===== src/rtl/ctl_ep_pkg.sv =====
package ctl_ep_pkg;
  localparam int MODE_W = 4;
  localparam int REG_W  = 8;
  localparam int TOK_W  = 2;
  localparam int HS_W   = 2;

  typedef enum logic [TOK_W-1:0] {
    TOK_NONE  = 2'd0,
    TOK_SETUP = 2'd1,
    TOK_IN    = 2'd2,
    TOK_OUT   = 2'd3
  } tok_e;

  typedef enum logic [HS_W-1:0] {
    HS_NONE  = 2'd0,
    HS_ACK   = 2'd1,
    HS_NAK   = 2'd2,
    HS_STALL = 2'd3
  } hs_e;

  localparam logic [MODE_W-1:0] MODE_NAK_ALL    = 4'b0001;
  localparam logic [MODE_W-1:0] MODE_ACKOUT_NAKIN = 4'b1011;

  typedef struct packed {
    logic              setup_rx;
    logic              in_rx;
    logic              out_rx;
    logic              acked;
    logic [MODE_W-1:0] mode;
  } ep_reg_t;
endpackage


===== src/rtl/ctl_ep_lock.sv =====
module ctl_ep_lock (
  input  logic clk_i,
  input  logic rst_ni,
  input  logic cpu_rd_i,
  input  logic cpu_wr_i,
  input  logic sie_lock_evt_i,
  input  logic sie_any_evt_i,
  output logic locked_o,
  output logic wr_ok_o
);
  logic lock_q;

  always_ff @(posedge clk_i or negedge rst_ni) begin
    if (!rst_ni)             lock_q <= 1'b0;
    else if (sie_lock_evt_i) lock_q <= 1'b1;
    else if (cpu_rd_i)       lock_q <= 1'b0;
  end

  assign locked_o = lock_q;
  assign wr_ok_o  = cpu_wr_i & ~lock_q & ~sie_any_evt_i;


  lock_hold_chk: assert property (@(posedge clk_i) disable iff (!rst_ni)
    lock_q && !cpu_rd_i |=> lock_q);


  rd_unlock_chk: assert property (@(posedge clk_i) disable iff (!rst_ni)
    cpu_rd_i && !sie_lock_evt_i |=> !lock_q);


  collide_lock_chk: assert property (@(posedge clk_i) disable iff (!rst_ni)
    cpu_wr_i && sie_lock_evt_i |=> lock_q);
endmodule


===== src/rtl/ctl_ep_status.sv =====
module ctl_ep_status
  import ctl_ep_pkg::*;
(
  input  logic              clk_i,
  input  logic              rst_ni,
  input  logic              setup_start_i,
  input  logic              setup_end_i,
  input  logic              in_done_i,
  input  logic              out_done_i,
  input  logic              ack_i,
  input  logic              auto_mode_i,
  input  logic              wr_ok_i,
  input  logic [MODE_W-1:0] wmode_i,
  output logic [REG_W-1:0]  reg_o,
  output logic              window_o
);
  ep_reg_t reg_q, reg_d;
  logic    win_q, win_d;

  always_comb begin
    win_d = win_q;
    if (setup_start_i)    win_d = 1'b1;
    else if (setup_end_i) win_d = 1'b0;
  end

  always_comb begin
    reg_d = reg_q;
    if (setup_start_i)          reg_d.setup_rx = 1'b1;
    else if (wr_ok_i && !win_q) reg_d.setup_rx = 1'b0;

    if (in_done_i)    reg_d.in_rx = 1'b1;
    else if (wr_ok_i) reg_d.in_rx = 1'b0;

    if (out_done_i)   reg_d.out_rx = 1'b1;
    else if (wr_ok_i) reg_d.out_rx = 1'b0;

    if (ack_i)        reg_d.acked = 1'b1;
    else if (wr_ok_i) reg_d.acked = 1'b0;

    if (auto_mode_i)  reg_d.mode = MODE_NAK_ALL;
    else if (wr_ok_i) reg_d.mode = wmode_i;
  end

  always_ff @(posedge clk_i or negedge rst_ni) begin
    if (!rst_ni) begin
      reg_q <= '0;
      win_q <= 1'b0;
    end else begin
      reg_q <= reg_d;
      win_q <= win_d;
    end
  end

  assign reg_o    = reg_q;
  assign window_o = win_q;


  window_bit7_chk: assert property (@(posedge clk_i) disable iff (!rst_ni)
    win_q |-> reg_q.setup_rx);


  in_set_chk: assert property (@(posedge clk_i) disable iff (!rst_ni)
    in_done_i |=> reg_q.in_rx);


  out_set_chk: assert property (@(posedge clk_i) disable iff (!rst_ni)
    out_done_i |=> reg_q.out_rx);


  ack_set_chk: assert property (@(posedge clk_i) disable iff (!rst_ni)
    ack_i |=> reg_q.acked);


  wr_clear_chk: assert property (@(posedge clk_i) disable iff (!rst_ni)
    wr_ok_i && !setup_start_i && !in_done_i && !out_done_i && !ack_i && !auto_mode_i
    |=> reg_q[6:4] == 3'b000 && reg_q.mode == $past(wmode_i));


  auto_mode_chk: assert property (@(posedge clk_i) disable iff (!rst_ni)
    auto_mode_i |=> reg_q.mode == MODE_NAK_ALL);
endmodule


===== src/rtl/ctl_ep_hs_dec.sv =====
module ctl_ep_hs_dec
  import ctl_ep_pkg::*;
(
  input  logic [MODE_W-1:0] mode_i,
  input  logic [TOK_W-1:0]  tok_i,
  output logic [HS_W-1:0]   hs_o
);
  always_comb begin
    hs_o = HS_STALL;
    if (tok_i == TOK_NONE) begin
      hs_o = HS_NONE;
    end else if (mode_i == MODE_NAK_ALL) begin
      hs_o = (tok_i == TOK_SETUP) ? HS_ACK : HS_NAK;
    end else if (mode_i == MODE_ACKOUT_NAKIN) begin
      hs_o = (tok_i == TOK_IN) ? HS_NAK : HS_ACK;
    end
  end
endmodule


===== src/rtl/ctl_ep_mode_reg.sv =====
module ctl_ep_mode_reg
  import ctl_ep_pkg::*;
(
  input  logic              clk_i,
  input  logic              rst_ni,
  input  logic              cpu_rd_i,
  input  logic              cpu_wr_i,
  input  logic [MODE_W-1:0] cpu_mode_wdata_i,
  output logic [REG_W-1:0]  cpu_rdata_o,
  output logic              fifo_wr_block_o,
  input  logic              sie_setup_start_i,
  input  logic              sie_setup_end_i,
  input  logic              sie_in_done_i,
  input  logic              sie_out_done_i,
  input  logic              sie_ack_i,
  input  logic [TOK_W-1:0]  sie_tok_i,
  output logic [MODE_W-1:0] sie_mode_o,
  output logic [HS_W-1:0]   sie_hs_o
);
  logic [REG_W-1:0] reg_val;
  logic             locked, wr_ok, window;
  logic             auto_mode, lock_evt, any_evt;

  assign auto_mode = sie_ack_i && (sie_tok_i == TOK_OUT)
                  && (reg_val[MODE_W-1:0] == MODE_ACKOUT_NAKIN);
  assign lock_evt  = sie_in_done_i | sie_out_done_i | sie_ack_i | auto_mode;
  assign any_evt   = lock_evt | sie_setup_start_i | sie_setup_end_i;

  ctl_ep_lock u_lock (
    .clk_i          (clk_i),
    .rst_ni         (rst_ni),
    .cpu_rd_i       (cpu_rd_i),
    .cpu_wr_i       (cpu_wr_i),
    .sie_lock_evt_i (lock_evt),
    .sie_any_evt_i  (any_evt),
    .locked_o       (locked),
    .wr_ok_o        (wr_ok)
  );

  ctl_ep_status u_status (
    .clk_i         (clk_i),
    .rst_ni        (rst_ni),
    .setup_start_i (sie_setup_start_i),
    .setup_end_i   (sie_setup_end_i),
    .in_done_i     (sie_in_done_i),
    .out_done_i    (sie_out_done_i),
    .ack_i         (sie_ack_i),
    .auto_mode_i   (auto_mode),
    .wr_ok_i       (wr_ok),
    .wmode_i       (cpu_mode_wdata_i),
    .reg_o         (reg_val),
    .window_o      (window)
  );

  ctl_ep_hs_dec u_hs (
    .mode_i (reg_val[MODE_W-1:0]),
    .tok_i  (sie_tok_i),
    .hs_o   (sie_hs_o)
  );

  assign cpu_rdata_o     = cpu_rd_i ? reg_val : '0;
  assign fifo_wr_block_o = reg_val[REG_W-1];
  assign sie_mode_o      = reg_val[MODE_W-1:0];


  locked_wr_drop_chk: assert property (@(posedge clk_i) disable iff (!rst_ni)
    locked && cpu_wr_i && !any_evt |=> $stable(reg_val));


  fifo_block_chk: assert property (@(posedge clk_i) disable iff (!rst_ni)
    sie_setup_start_i |=> fifo_wr_block_o);


  window_keep_chk: assert property (@(posedge clk_i) disable iff (!rst_ni)
    window && !sie_setup_end_i |=> fifo_wr_block_o);


  stall_dec_chk: assert property (@(posedge clk_i) disable iff (!rst_ni)
    sie_tok_i != TOK_NONE && sie_mode_o != MODE_NAK_ALL && sie_mode_o != MODE_ACKOUT_NAKIN
    |-> sie_hs_o == HS_STALL);


  collide_drop_chk: assert property (@(posedge clk_i) disable iff (!rst_ni)
    cpu_wr_i && any_evt && !auto_mode |=> sie_mode_o == $past(sie_mode_o));
endmodule


===== config.mk =====
export PLATFORM = sky130hd
export DESIGN_NAME = ctl_ep_mode_reg
export DESIGN_NICKNAME = d
export VERILOG_FILES = /design/src/rtl/ctl_ep_pkg.sv /design/src/rtl/ctl_ep_lock.sv /design/src/rtl/ctl_ep_status.sv /design/src/rtl/ctl_ep_hs_dec.sv /design/src/rtl/ctl_ep_mode_reg.sv
export SDC_FILE = /design/constraint.sdc
export NUM_CORES = 1
export LEC_CHECK = 0
export BUFFER_PORTS_ARGS = -buffer_cell sky130_fd_sc_hd__buf_2
export CORE_MARGIN = 3
export CORE_UTILIZATION = 42
export CTS_CLUSTER_SIZE = 24
export DETAILED_ROUTE_END_ITERATION = 10
export PLACE_DENSITY = 0.83
export RECOVER_POWER = 50
export REMOVE_ABC_BUFFERS = 1
export SLEW_MARGIN = 20
export SYNTH_ARGS = -nofsm -noshare
export SYNTH_HDL_FRONTEND = slang
export SYNTH_SLANG_ARGS = --single-unit

===== constraint.sdc =====
create_clock -name clk_i -period 1.8 [get_ports clk_i]
set_input_delay 0.18 -clock clk_i [delete_from_list [all_inputs] [get_ports clk_i]]
set_output_delay 0.18 -clock clk_i [all_outputs]
set_load 0.03 [all_outputs]

==> flow_metrics.py, run 1 <==
metrics = {
    "synthesis": {
        "syn_area_um2": 578,
        "yosysMostFrequentCell": "dfrtp_1",
        "yosys-top-cells-area": "dfrtp_1 (43%), and2_1 (8.7%), buf_4 (5.2%)",
        "yosys.area_share.simple_pct": 27.7,
        "async_flop_share_pct": 100,
        "synth-edff-count": 0,
        "synth_top_family_by_area": "simple AND/OR/NAND/NOR gates",
        "synth-main-ff-cell": "dfrtp_1",
        "synth_xor_area_share_pct": 0,
        "synth_compound_area_share_pct": 17.3,
        "synth_top_cell_area_share_pct": 43.3,
        "ys_seq_area_share_pct": 43.3,
        "yosys_register_bits": 10,
        "synthCells": 55,
        "avgSynthCellArea_um2": 10.5,
        "yosysWarnings": 0,
        "yosys-top-cells-count": "dfrtp_1 (10), and2_1 (8), buf_4 (4), nand3_1 (3), o21ai_0 (3)",
        "synth_cell_types": 23,
        "synthAdderAreaFrac_pct": 0,
        "synth_largest_area_cell": "dfrtp_1",
        "muxShareOfSynthArea_pct": 5.19,
    },
    "grt": {
        "grt_pass1_vias": 504,
        "grt_usage_pct": 15.5,
        "grt_max_degree": 11,
        "grt_first_pass_wirelength_mm": 2.08,
        "grt-ovfl-total": 0,
        "antenna_found_initial": 0,
    },
    "timing": {
        "worst_pin_slew_ns": 0.517,
        "relSlewSlack_pct": 65.5,
        "hold_viol": 0,
        "rsz0062_at_grt": "no",
        "finClkSkew_ns": 0.00409,
        "setup_viol": 0,
        "hold_ws_ns": 0.148,
        "fmax_mhz": 676,
        "fin_tns_setup_ns": 0,
        "final.period_utilization_pct": 82.2,
        "period_needed_ns": 1.48,
        "drv_slew": 0,
    },
    "routing": {
        "drtPass1Iterations": 4,
        "vias_per_cell": 5.26,
        "routed_wl_mm": 1.25,
        "post_drt_wl_per_cell_um": 12.7,
        "drc": 0,
        "ant_nets": 0,
        "drt_iter0_drc": 9,
        "num_vias": 515,
    },
    "final_layout": {
        "drive_above_1_share_pct": 41.7,
        "fill_cells": 120,
        "antennaDiodeCount": 0,
        "nets": 101,
        "multi_input_area_um2": 288,
        "seqCellArea_um2": 250,
        "area_delta_synth_final_pct": 27.3,
    },
    "die": {
        "core_area_um2": 1200,
        "rows": 12,
        "die_h_um": 43.1,
        "start_util_pct": 48.1,
        "die-area_um2": 1860,
        "die_w_um": 43.1,
        "ios": 30,
    },
    "setup_path": {
        "critical_path.max_fanout": 8,
        "required_ns": 1.62,
        "worstSetupStartpointType": "flip-flop",
        "critical-path-top-delay-family": "flip-flops",
        "crit_start": "u_status.reg_o[1]",
        "crit_type": "reg -> out",
        "crit_slowest_cell": "dfrtp_1",
        "cp.arrival_ns": 1.30,
        "endpoint_kind": "output pin",
        "critPathMaxStageDelay_ns": 0.44,
        "crit_chain": "nor3_1, a31oi_1, o22a_1, buf_2",
        "crit_buf_inv": 1,
        "rr_startpoint": "u_lock.locked_o",
    },
    "clocking": {
        "cts.sinks": 10,
        "cts_tree": "yes",
        "clock_latency_ns": 0.26,
        "cts.clk_slew.worst_paths_ns": 0.06,
        "clockRootBuffer": "clkbuf_4",
        "cts_buffer_depth": 2,
        "postCtsSetupBuffers": 0,
        "cts_inserted_buffers": 3,
        "cts_resized": 0,
        "htree_levels": 1,
    },
    "placed_design": {
        "dp.final_hpwl_um": 959,
        "port_buffers": 29,
        "gp_congestion": 0.844,
    },
    "outcome": {
        "outcome": "complete, no violations",
    },
    "worst_hold_path": {
        "min-delay-start": "cpu_mode_wdata_i[0]",
        "hold_class": "in -> reg",
    },
    "job": {
        "maxCapViolations": 0,
    },
    "pwr": {
        "p_per_area_nw_per_um2": 645,
        "peakVddDrop_mv": 0.396,
        "p_leak_nw": 0.345,
    },
}
[where the power goes]
part           internal [W]  leakage [nW]  switching, W
combinational     0.0000351         0.221     0.0000556
clock             0.0000770        0.0138     0.0000707
sequential         0.000230         0.110    0.00000606
total              0.000342         0.345      0.000132
[cell usage in the layout, fill, tap and decap left out, drive strengths merged, types with 2 or more instances in the layout]
cell type  instances
dfrtp             10
nor3               3
nand2b             2
buf               25
clkbuf             7
o21a               2
o21ai              3
nand2              3
a21oi              2
mux2               2
and2               8
o22a               2
nand3              3
a21o               2
inv                2
[flip-flops by register name, summed over array words and instances (netlist names)]
name	flops
u_status.reg_o	8
u_status.window_o	1
u_lock.locked_o	1
[metrics by stage]
| stage | setup slack, ns | utilization (%) | total power [W] | cells | cell area, um2 |
|---|---|---|---|---|---|
| 2_1_floorplan | 0.502 | - | 0.000288 | 51 | 548 |
| 3_3_place_gp | 0.535 | 59.2 | 0.000329 | 94 | 711 |
| 3_5_place_dp | 0.511 | 59.2 | 0.000330 | 94 | 711 |
| 4_1_cts | 0.315 | 61.9 | 0.000481 | 98 | 743 |
| 5_1_grt | 0.184 | 61.3 | 0.000502 | 98 | 736 |
| 6_report | 0.321 | 61.3 | 0.000475 | 98 | 736 |
[kinds of logic (layout without fill, tap and decap cells)]
kind of cell    after synthesis  in the layout
mux                           2              2
compound gates               14             14
flops                        10             10
simple gates                 23             23
buf+inv                       6             35
[final timing paths]
path                            cells after the start  slack, ns                 to
worst max-delay path                                4       0.32        sie_hs_o[1]
worst min-delay path                                2       0.15  u_status.reg_o[0]
min in group asynchronous                           2       0.40  u_status.reg_o[0]
max in group asynchronous                           2       1.05    u_lock.locked_o
worst min register to register                      1       0.48  u_status.reg_o[4]
worst max register to register                      3       0.45  u_status.reg_o[0]
[per-layer routing]
metal,track usage (%),vias up,part of all wire [%]
met5,0,-,0
met4,12.7,0,3.0
met3,3.81,4,7.4
met2,25.4,23,46
met1,16.4,237,43
li1,-,251,-
[repair_timing]
item | CTS | global route
hold buffers | 1 | 0
hold endpoints to repair | 10 | 0
endpoints found under the setup margin | 0 | 0
[cell type report]
type | count | share of cell area (%)
clock buffers | 3 | 3.06
well taps | 14 | 2.38
inverters | 2 | 1.02
repair buffers | 30 | 20.4
flip-flops and latches | 10 | 34.0
multi-input cells | 39 | 39.1
(Power assumes the default switching activity.)
==> run 2: changes to the inputs <==
- clock period: 1.8 -> 1.4 ns (I/O delays scaled with it)
==> flow_metrics.py, run 2 (synthesis gave the netlist of run 1 again) <==
metrics = {
    "setup_path": {
        "critical-path-top-delay-family": "flip-flops",
        "required_ns": 1.26,
        "endpoint_kind": "output pin",
        "critPathMaxStageDelay_ns": 0.44,
        "cp.arrival_ns": 1.24,
        "crit_chain": "buf_4, buf_4, and2_1, buf_2",
        "crit_type": "reg -> out",
        "path_common_cell": "buf_4",
        "critical_path.max_fanout": 6,
        "crit_buf_inv": 3,
        "crit_slowest_cell": "dfrtp_2",
        "worstSetupStartpointType": "flip-flop",
    },
    "timing": {
        "rsz0062_at_grt": "yes",
        "hold_viol": 0,
        "fin_ws_ns": 0.0232,
        "drv_slew": 0,
        "worst_pin_slew_ns": 0.523,
        "relSlewSlack_pct": 65.1,
        "fin_tns_setup_ns": 0,
        "period_needed_ns": 1.38,
        "final.period_utilization_pct": 98.3,
        "hold_ws_ns": 0.117,
        "fmax_mhz": 726,
        "setup_viol": 0,
        "finClkSkew_ns": 0.00366,
    },
    "clocking": {
        "cts_buffer_depth": 2,
        "clock_latency_ns": 0.25,
        "cts.clk_slew.worst_paths_ns": 0.06,
        "htree_levels": 1,
        "clockRootBuffer": "clkbuf_4",
        "cts.sinks": 10,
        "cts_tree": "yes",
        "cts_inserted_buffers": 3,
    },
    "grt": {
        "grt_max_degree": 11,
        "antenna_found_initial": 0,
        "grt_pass1_vias": 476,
        "grt_first_pass_wirelength_mm": 1.98,
        "grt_usage_pct": 13.9,
        "grt-ovfl-total": 0,
    },
    "placed_design": {
        "placed_cells": 94,
        "gp_congestion": 0.844,
        "port_buffers": 29,
        "dp.final_hpwl_um": 972,
        "place_ws_ns": 0.108,
    },
    "worst_hold_path": {
        "hold_class": "in -> reg",
    },
    "final_layout": {
        "finalNonFillerCells": 102,
        "antennaDiodeCount": 0,
        "nets": 105,
        "final_common_cell": "buf_2",
        "final_cell_mix": "buf_2 (23), and2_1 (8), dfrtp_1 (8)",
        "fill_cells": 111,
        "area_delta_synth_final_pct": 36.8,
        "largest_reg_flops": 8,
        "drive_above_1_share_pct": 50.0,
    },
    "routing": {
        "ant_nets": 0,
        "num_vias": 537,
        "vias_per_cell": 5.26,
        "drtPass1Iterations": 4,
        "post_drt_wl_per_cell_um": 12.6,
        "routed_wl_mm": 1.29,
        "drc": 0,
        "drt_iter0_drc": 4,
    },
    "die": {
        "die_h_um": 43.1,
        "rows": 12,
        "die_w_um": 43.1,
        "core_area_um2": 1200,
        "start_util_pct": 48.1,
        "ios": 30,
        "die-area_um2": 1860,
    },
    "job": {
        "maxCapViolations": 0,
    },
    "pwr": {
        "peakVddDrop_mv": 0.526,
        "p_per_area_nw_per_um2": 784,
        "p_leak_nw": 0.370,
    },
    "outcome": {
        "outcome": "complete, no violations",
    },
}
[run 2: worst paths after layout]
check	start	to	slack (ns)	depth (start not counted)
max	u_status.reg_o[1]	cpu_rdata_o[1]	0.02	4
min	cpu_mode_wdata_i[2]	u_status.reg_o[2]	0.12	2
max reg2reg	u_lock.locked_o	u_status.reg_o[0]	0.10	3
min reg2reg	u_status.reg_o[4]	u_status.reg_o[4]	0.48	1
max in group asynchronous	rst_ni	u_status.reg_o[1]	0.65	2
min in group asynchronous	rst_ni	u_status.reg_o[0]	0.37	2
[run 2: final cells by class]
| type | count | area, um2 | share of cell area (%) |
|---|---|---|---|
| inverter | 2 | 7.51 | 0.949 |
| timing repair buffer | 34 | 189 | 23.9 |
| tap | 14 | 17.5 | 2.22 |
| multi-input combinational | 39 | 302 | 38.1 |
| sequential | 10 | 253 | 32.0 |
| clock buffer | 3 | 22.5 | 2.85 |
[run 2: worst register-to-register path, delay by kind of cell, from the launching register on]
| family | cells | cell delay, ns |
|---|---|---|
| and+or+nand+nor | 2 | 0.46 |
| muxes | 1 | 0.32 |
| DFF | 1 | 0.42 |
[run 2: report_power, final]
part           internal [W]  switching (W)  total (W)
combinational     0.0000543      0.0000754   0.000130
sequential         0.000296     0.00000795   0.000304
clock             0.0000987      0.0000874   0.000186
total              0.000449       0.000171   0.000620
[run 2: through the flow]
step | instance area, um2 | total power (W) | utilization, %
global route | 791 | 0.000653 | 65.8
detailed placement | 711 | 0.000425 | 59.2
finish | 791 | 0.000620 | 65.8
CTS | 776 | 0.000617 | 64.6
floorplan | 548 | 0.000370 | -
global placement | 711 | 0.000423 | 59.2
[run 2: repair_timing]
item                                    CTS  global route
setup buffers                             3             1
hold endpoints to repair                 10             0
resized for setup                         4             4
hold buffers                              1             0
endpoints found under the setup margin    2             2
pin swaps                                 0             1
[run 2: routing by layer]
layer / global-route usage [%] / up-vias / routed length [um]
met5: 0 / - / 0
met4: 3.61 / 0 / 0
met3: 4.24 / 0 / 82
met2: 23.3 / 21 / 638
met1: 17.1 / 252 / 568
li1: - / 264 / -
==> run 3: changes to the inputs <==
- CORE_AREA: default -> 3 3 40 42
- CORE_MARGIN: 3 -> default
- CORE_UTILIZATION: 42 -> default
- DIE_AREA: default -> 0 0 43 45
- PLACE_DENSITY: 0.83 -> 0.85
- clock period: 1.4 -> 1.7 ns (I/O delays scaled with it)
==> flow_metrics.py, run 3 (synthesis gave the netlist of run 1 again) <==
metrics = {
    "timing": {
        "final.period_utilization_pct": 95.8,
        "setup_viol": 0,
        "rsz0062_at_grt": "no",
        "fmax_mhz": 614,
        "relSlewSlack_pct": 56.8,
        "hold_viol": 0,
        "finClkSkew_ns": 0.00293,
        "worst_pin_slew_ns": 0.639,
        "drv_slew": 0,
        "fin_tns_setup_ns": 0,
        "period_needed_ns": 1.63,
    },
    "setup_path": {
        "endpoint_kind": "flip-flop",
        "cp.arrival_ns": 1.79,
        "crit_start": "u_lock.locked_o",
        "crit_type": "reg -> reg",
        "worstSetupStartpointType": "flip-flop",
        "r2r_cells": 3,
        "rr_startpoint": "u_lock.locked_o",
        "critical_path.max_fanout": 5,
        "required_ns": 1.86,
        "r2r-end": "u_status.reg_o[2]",
        "regToRegSetupSlack_ns": 0.07,
        "cp-endpoint": "u_status.reg_o[2]",
    },
    "final_layout": {
        "area_delta_synth_final_pct": 27.7,
        "antennaDiodeCount": 0,
        "drive_above_1_share_pct": 42.4,
        "largest_reg_flops": 8,
        "final_common_cell": "buf_2",
        "final_cell_mix": "buf_2 (25), dfrtp_1 (10), and2_1 (8)",
        "nets": 101,
    },
    "grt": {
        "grt-ovfl-total": 0,
        "grt_max_degree": 11,
        "grt_pass1_vias": 478,
        "grt_use_met3_pct": 2.39,
        "grt_busiest_layer": "met2",
        "grtUsageMet1_pct": 17.5,
        "gr-usage-met2_pct": 24.9,
        "antenna_found_initial": 0,
        "grt_first_pass_wirelength_mm": 2.10,
        "grt_usage_pct": 15.3,
    },
    "routing": {
        "vias_per_cell": 5.18,
        "num_vias": 518,
        "drc": 0,
        "post_drt_wl_per_cell_um": 13.8,
        "ant_nets": 0,
        "routed_wl_mm": 1.38,
        "drtPass1Iterations": 4,
        "drt_iter0_drc": 3,
    },
    "worst_hold_path": {
        "hold_class": "in -> reg",
        "min-delay-start": "sie_setup_start_i",
    },
    "clocking": {
        "cts.sinks": 10,
        "htree_levels": 1,
        "cts.clk_slew.worst_paths_ns": 0.07,
        "clockRootBuffer": "clkbuf_4",
        "cts_buffer_depth": 2,
        "cts_inserted_buffers": 3,
        "clock_latency_ns": 0.27,
        "ctsHoldBuffers": 1,
        "cts_tree": "yes",
        "postCtsSetupBuffers": 0,
        "cts_resized": 0,
    },
    "die": {
        "die_w_um": 43,
        "ios": 30,
        "die_h_um": 45,
        "die-area_um2": 1940,
        "core_area_um2": 1280,
        "start_util_pct": 45.0,
        "rows": 13,
    },
    "placed_design": {
        "port_buffers": 29,
        "dp.final_hpwl_um": 985,
        "gp_congestion": 0.849,
    },
    "pwr": {
        "p_leak_nw": 0.346,
        "power.total_w": 0.000562,
        "peakVddDrop_mv": 0.466,
        "p_per_area_nw_per_um2": 762,
    },
    "job": {
        "maxCapViolations": 0,
    },
    "outcome": {
        "outcome": "complete, no violations",
    },
}
run 3: changes by cell type in the layout (fill, tap and decap cells not counted), sizes merged:
cell	delta
clkbuf	+1
buf	-4
run 3: power breakdown:
part           internal, W  switching [W]
Combinational    0.0000364      0.0000593
Sequential        0.000243     0.00000604
Clock             0.000130      0.0000870
run 3: metal layers:
metal  part of all wire [%]  wire length, um
met1                     44              599
met3                    6.0               83
met2                     48              663
met5                      0                0
met4                    2.1               29
run 3: cell type report:
class,count,area (um2)
Fill cell,113,547
Multi-Input combinational cell,39,275
Tap cell,15,18.8
Clock buffer,4,36.3
Sequential cell,10,250
Inverter,2,7.51
Timing Repair Buffer,30,150
run 3: how the worst min path moves through the flow:
| stage | to | cells past startpoint |
|---|---|---|
| 2_1_floorplan | u_lock.locked_o | 0 |
| 3_3_place_gp | u_status.reg_o[7] | 1 |
| 3_5_place_dp | u_status.reg_o[7] | 1 |
| 4_1_cts | u_status.reg_o[2] | 2 |
| 5_1_grt | u_status.reg_o[0] | 2 |
| 6_report | u_status.window_o | 2 |
run 3: worst max-delay path, cell delays in order, from the launching register on:
cell and delay (ns):
dfrtp_1 0.41, nor4b_1 0.56, nand2_2 0.22, mux2_4 0.33
run 3: per-stage QoR:
stage               worst slack (ns)  hold WS, ns  utilization, %  std cells  area (um2)
detailed placement             0.405       0.0393            55.4         95         712
finish                        0.0708        0.136            57.4        100         738
CTS                            0.206        0.131            59.0        100         758
global placement               0.437       0.0366            55.4         95         712
floorplan                      0.412       -0.126               -         51         548
global route                  0.0748        0.126            57.4        100         738
